`src/rtl/sertx_pkg.sv`:
```
package sertx_pkg;

  typedef enum logic [2:0] {
    TXS_IDLE  = 3'd0,
    TXS_START = 3'd1,
    TXS_DATA  = 3'd2,
    TXS_NINTH = 3'd3,
    TXS_STOP  = 3'd4
  } txs_e;

  localparam logic [1:0] PT_ODD   = 2'b00;
  localparam logic [1:0] PT_EVEN  = 2'b01;
  localparam logic [1:0] PT_MARK  = 2'b10;
  localparam logic [1:0] PT_SPACE = 2'b11;

  // ninth bit in parity mode; odd_ones is the XOR of all data bits
  function automatic logic par_bit(input logic [1:0] ptype, input logic odd_ones);
    logic r;
    case (ptype)
      PT_ODD:   r = ~odd_ones;
      PT_EVEN:  r = odd_ones;
      PT_MARK:  r = 1'b1;
      default:  r = 1'b0;
    endcase
    return r;
  endfunction

endpackage

```
`src/rtl/sertx_hold.sv`:
```
module sertx_hold #(
  parameter int DW = 8
) (
  input  logic          clk,
  input  logic          rst_n,
  input  logic          wr_en,
  input  logic [DW-1:0] wr_data,
  input  logic          take,
  input  logic          shift_idle,
  output logic          full,
  output logic [DW-1:0] data
);

  logic          full_d;
  logic [DW-1:0] data_d;
  logic          full_q;
  logic [DW-1:0] data_q;

  always_comb begin
    full_d = full_q;
    data_d = data_q;
    if (wr_en) begin
      full_d = 1'b1;
      data_d = wr_data;
    end else if (take) begin
      full_d = 1'b0;
    end
  end

  always_ff @(posedge clk or negedge rst_n) begin
    if (!rst_n) begin
      full_q <= 1'b0;
      data_q <= '0;
    end else begin
      full_q <= full_d;
      if (wr_en) data_q <= data_d;
    end
  end

  assign full = full_q;
  assign data = data_q;

  AST_HOLD_DRAINS: assert property (@(posedge clk) disable iff (!rst_n)
    (full_q && shift_idle && !wr_en) |=> !full_q);

  AST_HOLD_WAITS: assert property (@(posedge clk) disable iff (!rst_n)
    (full_q && !shift_idle) |=> full_q);

endmodule

```
`src/rtl/sertx_bitclk.sv`:
```
module sertx_bitclk #(
  parameter int OVS = 16
) (
  input  logic clk,
  input  logic rst_n,
  input  logic restart,
  input  logic run,
  input  logic tick,
  output logic bit_end
);

  localparam int CW = (OVS > 1) ? $clog2(OVS) : 1;
  localparam logic [CW-1:0] LAST = CW'(OVS - 1);

  logic [CW-1:0] cnt_q;
  logic [CW-1:0] cnt_d;

  assign bit_end = run && tick && (cnt_q == LAST);

  always_comb begin
    cnt_d = cnt_q;
    if (restart || bit_end) cnt_d = '0;
    else if (run && tick)   cnt_d = cnt_q + 1'b1;
  end

  always_ff @(posedge clk or negedge rst_n) begin
    if (!rst_n) cnt_q <= '0;
    else        cnt_q <= cnt_d;
  end

  AST_TICK_BOUND: assert property (@(posedge clk) disable iff (!rst_n)
    cnt_q <= LAST);

endmodule

```
`src/rtl/sertx_shift.sv`:
```
module sertx_shift
  import sertx_pkg::*;
#(
  parameter int DW = 8
) (
  input  logic          clk,
  input  logic          rst_n,
  input  logic          hold_full,
  input  logic [DW-1:0] hold_data,
  input  logic          xbit_en,
  input  logic          par_en,
  input  logic [1:0]    par_type,
  input  logic          xbit_val,
  input  logic          bit_end,
  output logic          take,
  output logic          idle,
  output logic          stop_entry,
  output logic          txd
);

  localparam int BW = (DW > 1) ? $clog2(DW) : 1;
  localparam logic [BW-1:0] LAST_BIT = BW'(DW - 1);

  txs_e          st_q, st_d;
  logic [BW-1:0] idx_q, idx_d;
  logic [DW-1:0] sh_q, sh_d;
  logic          nen_q, nen_d;
  logic          nval_q, nval_d;

  always_comb begin
    st_d       = st_q;
    idx_d      = idx_q;
    sh_d       = sh_q;
    nen_d      = nen_q;
    nval_d     = nval_q;
    take       = 1'b0;
    stop_entry = 1'b0;
    case (st_q)
      TXS_IDLE: begin
        if (hold_full) begin
          take   = 1'b1;
          st_d   = TXS_START;
          sh_d   = hold_data;
          nen_d  = par_en | xbit_en;
          nval_d = par_en ? par_bit(par_type, ^hold_data) : xbit_val;
        end
      end
      TXS_START: begin
        if (bit_end) begin
          st_d  = TXS_DATA;
          idx_d = '0;
        end
      end
      TXS_DATA: begin
        if (bit_end) begin
          sh_d = sh_q >> 1;
          if (idx_q == LAST_BIT) begin
            if (nen_q) begin
              st_d = TXS_NINTH;
            end else begin
              st_d       = TXS_STOP;
              stop_entry = 1'b1;
            end
          end else begin
            idx_d = idx_q + 1'b1;
          end
        end
      end
      TXS_NINTH: begin
        if (bit_end) begin
          st_d       = TXS_STOP;
          stop_entry = 1'b1;
        end
      end
      TXS_STOP: begin
        if (bit_end) st_d = TXS_IDLE;
      end
      default: st_d = TXS_IDLE;
    endcase
  end

  always_ff @(posedge clk or negedge rst_n) begin
    if (!rst_n) begin
      st_q   <= TXS_IDLE;
      idx_q  <= '0;
      sh_q   <= '0;
      nen_q  <= 1'b0;
      nval_q <= 1'b0;
    end else begin
      st_q   <= st_d;
      idx_q  <= idx_d;
      sh_q   <= sh_d;
      nen_q  <= nen_d;
      nval_q <= nval_d;
    end
  end

  always_comb begin
    case (st_q)
      TXS_START: txd = 1'b0;
      TXS_DATA:  txd = sh_q[0];
      TXS_NINTH: txd = nval_q;
      default:   txd = 1'b1;
    endcase
  end

  assign idle = (st_q == TXS_IDLE);

  AST_START_AFTER_TAKE: assert property (@(posedge clk) disable iff (!rst_n)
    take |=> !txd);

  AST_LINE_STEADY: assert property (@(posedge clk) disable iff (!rst_n)
    (!bit_end && !take) |=> $stable(txd));

  AST_STOP_HIGH: assert property (@(posedge clk) disable iff (!rst_n)
    stop_entry |=> txd);

endmodule

```
`src/rtl/sertx_dbuf.sv`:
```
module sertx_dbuf #(
  parameter int DW  = 8,
  parameter int OVS = 16
) (
  input  logic          clk,
  input  logic          rst_n,
  input  logic          wr_en,
  input  logic [DW-1:0] wr_data,
  input  logic          xbit_en,
  input  logic          par_en,
  input  logic [1:0]    par_type,
  input  logic          xbit_val,
  input  logic          baud_tick,
  input  logic          done_clr,
  output logic          txd,
  output logic          hold_empty,
  output logic          tx_done
);

  logic [1:0]    rst_sync_q;
  logic          rst_s_n;
  logic          hold_full;
  logic [DW-1:0] hold_data;
  logic          take;
  logic          idle;
  logic          stop_entry;
  logic          bit_end;
  logic          done_q, done_d;

  always_ff @(posedge clk or negedge rst_n) begin
    if (!rst_n) rst_sync_q <= 2'b00;
    else        rst_sync_q <= {rst_sync_q[0], 1'b1};
  end
  assign rst_s_n = rst_sync_q[1];

  sertx_hold #(.DW(DW)) u_hold (
    .clk        (clk),
    .rst_n      (rst_s_n),
    .wr_en      (wr_en),
    .wr_data    (wr_data),
    .take       (take),
    .shift_idle (idle),
    .full       (hold_full),
    .data       (hold_data)
  );

  sertx_bitclk #(.OVS(OVS)) u_bitclk (
    .clk     (clk),
    .rst_n   (rst_s_n),
    .restart (take),
    .run     (!idle),
    .tick    (baud_tick),
    .bit_end (bit_end)
  );

  sertx_shift #(.DW(DW)) u_shift (
    .clk        (clk),
    .rst_n      (rst_s_n),
    .hold_full  (hold_full),
    .hold_data  (hold_data),
    .xbit_en    (xbit_en),
    .par_en     (par_en),
    .par_type   (par_type),
    .xbit_val   (xbit_val),
    .bit_end    (bit_end),
    .take       (take),
    .idle       (idle),
    .stop_entry (stop_entry),
    .txd        (txd)
  );

  always_comb begin
    done_d = done_q;
    if (stop_entry)    done_d = 1'b1;
    else if (done_clr) done_d = 1'b0;
  end

  always_ff @(posedge clk or negedge rst_s_n) begin
    if (!rst_s_n) done_q <= 1'b0;
    else          done_q <= done_d;
  end

  assign tx_done    = done_q;
  assign hold_empty = !hold_full;

  AST_DONE_AT_STOP: assert property (@(posedge clk) disable iff (!rst_s_n)
    stop_entry |=> tx_done);

  AST_DONE_STICKY: assert property (@(posedge clk) disable iff (!rst_s_n)
    (tx_done && !done_clr) |=> tx_done);

  AST_SET_BEATS_CLR: assert property (@(posedge clk) disable iff (!rst_s_n)
    (stop_entry && done_clr) |=> tx_done);

  AST_RESET_LINE: assert property (@(posedge clk)
    !rst_s_n |-> (txd && hold_empty && !tx_done));

endmodule

```
`config.mk`:
```
export PLATFORM = sky130hd
export DESIGN_NAME = sertx_dbuf
export DESIGN_NICKNAME = d
export VERILOG_FILES = /design/src/rtl/sertx_pkg.sv /design/src/rtl/sertx_hold.sv /design/src/rtl/sertx_bitclk.sv /design/src/rtl/sertx_shift.sv /design/src/rtl/sertx_dbuf.sv
export SDC_FILE = /design/constraint.sdc
export NUM_CORES = 1
export LEC_CHECK = 0
export BUFFER_PORTS_ARGS = -buffer_cell sky130_fd_sc_hd__buf_2
export CELL_PAD_IN_SITES_DETAIL_PLACEMENT = 1
export CELL_PAD_IN_SITES_GLOBAL_PLACEMENT = 1
export CORE_UTILIZATION = 44
export CTS_CLUSTER_DIAMETER = 80
export DETAILED_ROUTE_END_ITERATION = 10
export PLACE_DENSITY_LB_ADDON = 0.1
export SETUP_SLACK_MARGIN = 0.2
export SLEW_MARGIN = 30
export SYNTH_ARGS = -nofsm -noshare
export SYNTH_HDL_FRONTEND = slang
export SYNTH_SLANG_ARGS = --single-unit
```
`constraint.sdc`:
```
create_clock -name clk -period 1.2 [get_ports clk]
set_input_delay 0.06 -clock clk [delete_from_list [all_inputs] [get_ports clk]]
set_output_delay 0.06 -clock clk [all_outputs]
set_load 0.05 [all_outputs]
```
==> results of run 1 <==
## logic make-up after synthesis
kind of cell | Yosys count
AND/OR/NAND/NOR | 43
AO/OA/AOI/OAI | 33
flip-flops | 32
multiplexers | 16
buffers and inverters | 13
XOR/XNOR | 8
adder cells (fa/ha/maj) | 3
other | 1
## what timing repair did
item	4_1_cts
hold buffers	12
setup buffers	10
setup endpoints to repair	25
resized for setup	29
endpoints found under the hold margin	13
pin swaps	15
## stage by stage
stage	util (%)	setup TNS (ns)	setup WS, ns	cells	cell area (µm²)
CTS	70.77	-5.938	-0.3434	271	2417
detailed placement	59.85	-5.365	-0.3627	241	2044
global placement	59.85	-4.636	-0.3212	241	2044
floorplan	-	-3.321	-0.2670	149	1690
==> metrics.md, run 1 <==
| Metric | Value |
|---|---|
| Synth cell types | `42` |
| Xor/xnor cell area share of the yosys netlist | `4.331%` |
| Detailed placement HPWL | `roughly 3 mm` |
| Compound-Gate Fraction of Synth Area | `about an eighth` |
| Top_reg_cell synth | `dfrtp_1` |
| CTS root buf | `clkbuf_4` |
| Synth async-reset ratio | `100.0%` |
| EDFF count, synth | `0` |
| Multiplexer share of the synthesized area | `10.52%` |
| Die Y | `around 63 µm` |
| Antenna violations before repair | `0` |
| Synthesized area | `0.001618 mm²` |
| Longest Clk Path Bufs | `2` |
| Status | `stopped before the end` |
| Mean Syn Cell Area | `10.86 µm²` |
| Stop err | `[ERROR DPL-0033] detailed placement checks failed during check placement.` |
| Post-synth net total | `between 150 and 200` |
| H-tree depth | `2` |
| # IOs | `21` |
| Worst EP post-GRT repair | `u_shift.sh_q[6]$_DFFE_PN0P_/D` |
| Leading post-synthesis cells by cell area | `dfrtp_1 49%, mux2_2 5.6%, mux2i_1 4.9%, nor2_1 3.2%, a21oi_1 2.8%` |
| Largest area contributor in the netlist | `dfrtp_1` |
| Port Buffers | `20` |
| Largest family of logic cells by synthesized area | `simple AND/OR/NAND/NOR gates` |
| Synth Register Bits | `32` |
| Final Wtd Congestion | `slightly above 0.8` |
| Share of the synthesized area in the top cell type | `49.50%` |
| Initial Util | `47.36%` |
| Largest net degree at the start of global routing | `31` |
| Seq/Total Area, Yosys | `about half` |
| Post-synthesis simple-gate area fraction | `between 10% and 20%` |
| Worst End Pin Type | `sequential cell input` |
| Halt Stage | `5_1_grt` |
| Most numerous cell in the Yosys netlist | `dfrtp_1` |
| CTS Buf Count | `5` |
| Ys Warns | `0` |
| Adder-Cell Fraction of Synth Area | `between 2 and 2.5%` |
| Post-synth top cells | `32 x dfrtp_1, 14 x nor2_1, 11 x nand2_1, 9 x a21oi_1` |
| FP Rows | `21` |
| Post-synthesis instance total | `149` |
| Clk sink count | `32` |
| Die span in x | `62.64 µm` |
==> run 2: changes to the inputs <==
- CELL_PAD_IN_SITES_DETAIL_PLACEMENT: 1 -> not set
- CELL_PAD_IN_SITES_GLOBAL_PLACEMENT: 1 -> not set
- CORE_UTILIZATION: 44 -> 35
- CTS_CLUSTER_DIAMETER: 80 -> not set
- PLACE_DENSITY_LB_ADDON: 0.1 -> 0.15
- SETUP_SLACK_MARGIN: 0.2 -> not set
==> run 2 against run 1 <==
  * The flow now finishes, with violations (setup timing)
  * Area after synthesis is the same
  * Synthesized cell count unchanged
==> metrics.md, run 2 <==
| Metric | Value |
|---|---|
| Status | `finished, violations left (was stopped before the end)` |
| Failing checks | `setup timing` |
| Most frequent cells in the layout | `34 x buf_4, 29 x dfrtp_1, 18 x buf_2` |
| Crit path time final | `roughly 1.5 ns` |
| Final TNS setup | `-5.087 ns` |
| Critical Path End Type | `register` |
| Area delta synth->final | `57.23%` |
| Post-synth net total | `170 (unchanged)` |
| HP Start | `wr_data[0]` |
| Nets@finish | `approximately 240` |
| VDD IR max | `1.073 mV` |
| Part of the power in registers | `between 30% and 40%` |
| CTS tree | `done` |
| Share of the synthesized area in the top cell type | `49.50% (unchanged)` |
| Die span in x | `69.99 µm (was 62.64 µm)` |
| DR WL/cell | `approximately 14 µm` |
| CP Max Fanout | `8` |
| Net Sw Power | `1.260 mW` |
| Leading cell type in the layout, fill and taps excluded | `buf_4` |
| Reg area | `804.5 µm²` |
| Synth Register Bits | `32 (unchanged)` |
| Via count | `roughly 1.3k` |
| DRT Pass-1 Iters | `3` |
| Synth cell types | `42 (unchanged)` |
| P_leak | `approximately 1.1 nW` |
| Final hold viol count | `0` |
| First-pass GRT wire length | `around 6.2 mm` |
| Final WS setup | `-0.2949 ns` |
| FILL cells | `396` |
| Max-slew violations | `0` |
| H-tree depth | `2 (unchanged)` |
| CTS Buf Count | `5 (unchanged)` |
| Core area | `around 0.0044 mm²` |
| Final setup violation count | `21` |
| FMAX | `roughly 0.67 GHz` |
| Worst r2r src | `u_bitclk.cnt_q[0]` |
| Max-cap check violation count | `0` |
| Die ar. | `slightly below 0.005 mm²` |
| CTS clock-pin slew for the worst setup and hold paths | `roughly 0.07 ns` |
| Pwr dens | `~1600 mW/mm²` |
| Most numerous cell in the Yosys netlist | `dfrtp_1 (unchanged)` |
| Antenna viol nets, final | `0` |
| DRT iter0 DRCs | `63` |
| Longest Clk Path Bufs | `2 (unchanged)` |
| Initial Util | `36.90% (was 47.36%)` |
| Largest net degree at the start of global routing | `31` |
| Hold-critical path endpoint | `u_hold.data[0]` |
| Largest area contributor in the netlist | `dfrtp_1 (unchanged)` |
| Critical path's slowest cell | `dfrtp_1` |
| Worst hold-check path type | `in -> reg` |
| Synth async-reset ratio | `100.0% (unchanged)` |
| Tcrit/Tclk final | `124.6%` |
| Residual DRC | `0` |
| Seq/Total Area, Yosys | `49.50% (unchanged)` |
| Leading post-synthesis cells by cell area | `dfrtp_1 49%, mux2_2 5.6%, mux2i_1 4.9%, nor2_1 3.2%, a21oi_1 2.8% (unchanged)` |
| CTS root buf | `clkbuf_8 (was clkbuf_4)` |
| Cell family with most CP delay | `simple AND/OR/NAND/NOR gates` |
| Worst Hold Depth | `2` |
| Slowest stage delay, CP | `approximately 0.40 ns` |
| Dpl cells | `247 (was 241)` |
| Synthesized area | `0.001618 mm² (unchanged)` |
| CP startpoint kind | `register` |
| Place WS | `-0.3528 ns (was -0.3627 ns)` |
| Finished Layout Cells | `around 280` |
| Hold_ws | `0.01389 ns` |
| RSZ-0062 raised after global routing | `yes` |
| Multi-input combinational cell area | `roughly 970 µm²` |
| Later-pin clock latency in the skew report | `between 0.2 and 0.3 ns` |
| Flop2flop setup slack | `-0.29 ns` |
| WP buf/inv | `1` |
| Detailed placement HPWL | `2.421 mm (was 2.993 mm)` |
| EDFF count, synth | `0 (unchanged)` |
| Die Y | `69.99 µm (was 62.64 µm)` |
| Max Clock Skew | `0.007786 ns` |
| FP Rows | `24 (was 21)` |
| Total global-route track usage | `between 10% and 20%` |
| Combinational share of power | `a little over a third` |
| Share of layout cells above drive strength 1 | `between 60% and 70%` |
| Switching Share | `31.61%` |
| Port Buffers | `20 (unchanged)` |
| R2r worst-path depth | `8` |
| Int Power | `approximately 2.7 mW` |
| # IOs | `21 (unchanged)` |
| Drt total wl | `3.721 mm` |
| Diodes inserted | `0` |
| Worst reg2reg endpoint | `u_shift.sh_q[5]` |
| Setup Crit Path Kind | `reg -> reg` |
| Worst EP arrival | `roughly 1.7 ns` |
| Top_reg_cell synth | `dfrtp_1 (unchanged)` |
| CP required | `1.41 ns` |
| Post-synth top cells | `32 x dfrtp_1, 14 x nor2_1, 11 x nand2_1, 9 x a21oi_1 (unchanged)` |
| Clk sink count | `32 (unchanged)` |
| Final Wtd Congestion | `0.8004 (was 0.8140)` |
| Post-synthesis instance total | `149 (unchanged)` |
| Ys Warns | `0 (unchanged)` |
| Mean Syn Cell Area | `10.86 µm² (unchanged)` |
| DR vias/cell | `a little under 5` |
| Vias in the first global route | `1,337` |
| Grt ovf | `0` |
| CP cell instances | `ha_4 -> nand4_4 -> nor2_4 -> a21oi_4 -> nor3_4 -> buf_12 -> nor2_2 -> a21oi_1` |
| Antenna violations before repair | `0` |
| Clk pwr share | `between 20% and 30%` |
[run 2: cell counts after synthesis]
No cell type changed its count.
[run 2: routing by layer]
metal / GRT usage, % / part of all wire, % / up-vias
li1: - / - / 665
met1: 19.70 / 43 / 663
met2: 27.24 / 54 / 14
met3: 4.329 / 2.4 / 5
met4: 6.667 / 1.1 / 0
met5: 0 / 0 / -
[run 2: cell type report]
| class | count | area share (%) |
|---|---|---|
| Sequential cell | 32 | 31.63 |
| Timing Repair Buffer | 72 | 22.53 |
| Inverter | 7 | 1.033 |
| Clock inverter | 2 | 1.377 |
| Clock buffer | 6 | 2.853 |
| Tap cell | 52 | 2.558 |
| Multi-Input combinational cell | 104 | 38.02 |
[run 2: worst max path at each step]
stage | to | depth (start not counted) | start | slack (ns)
4_1_cts | u_shift.nval_q | 6 | u_hold.data[6] | -0.32
3_3_place_gp | u_shift.nval_q | 5 | u_shift.st_q[1] | -0.29
6_report | u_shift.sh_q[5] | 8 | u_bitclk.cnt_q[0] | -0.29
3_5_place_dp | u_shift.nval_q | 5 | u_shift.st_q[0] | -0.35
2_1_floorplan | u_shift.sh_q[2] | 8 | u_bitclk.cnt_q[0] | -0.27
5_1_grt | u_shift.sh_q[6] | 8 | u_bitclk.cnt_q[0] | -0.41
[run 2: worst reg2reg max path: stages (launching register included)]
cell	delay, ns
dfrtp_1	0.40
ha_4	0.17
nand4_4	0.12
nor2_4	0.14
a21oi_4	0.05
nor3_4	0.23
buf_12	0.18
nor2_2	0.04
a21oi_1	0.11
[run 2: power by group through the flow]
stage / Sequential [mW] / Clock, mW / Combinational [mW]
after floorplan: 1.54 / 0 / 0.655
after global placement: 1.52 / 0 / 1.03
after detailed placement: 1.53 / 0 / 1.06
after CTS: 1.51 / 1.05 / 1.25
after global routing: 1.56 / 1.12 / 1.57
final: 1.52 / 1.02 / 1.44
[run 2: cells by family after synthesis]
group,count (synthesis),share of synthesized area [%]
AND/OR/NAND/NOR,43,14.77
other,1,0.2318
XOR/XNOR,8,4.331
AO/OA/AOI/OAI,33,13.23
multiplexers,16,10.52
buffers and inverters,13,5.103
adder cells (fa/ha/maj),3,2.320
flip-flops,32,49.50
[run 2: per-stage QoR]
stage               instance area, µm²  utilization (%)  total power, mW
floorplan                         1677                -            2.192
finish                            2544            58.02            3.986
global placement                  2038            46.49            2.550
global route                      2544            58.02            4.258
detailed placement                2038            46.49            2.590
CTS                               2366            53.97            3.805
[run 2: repair_timing]
action                                  CTS  global route
cloned                                    0             1
endpoints found under the hold margin     8             1
hold buffers                              7             1
endpoints found under the setup margin   22            22
buffers inserted                          6             5
gates resized for setup                  31            31
pin swaps                                15            14
Power figures use the tool's default switching activity.
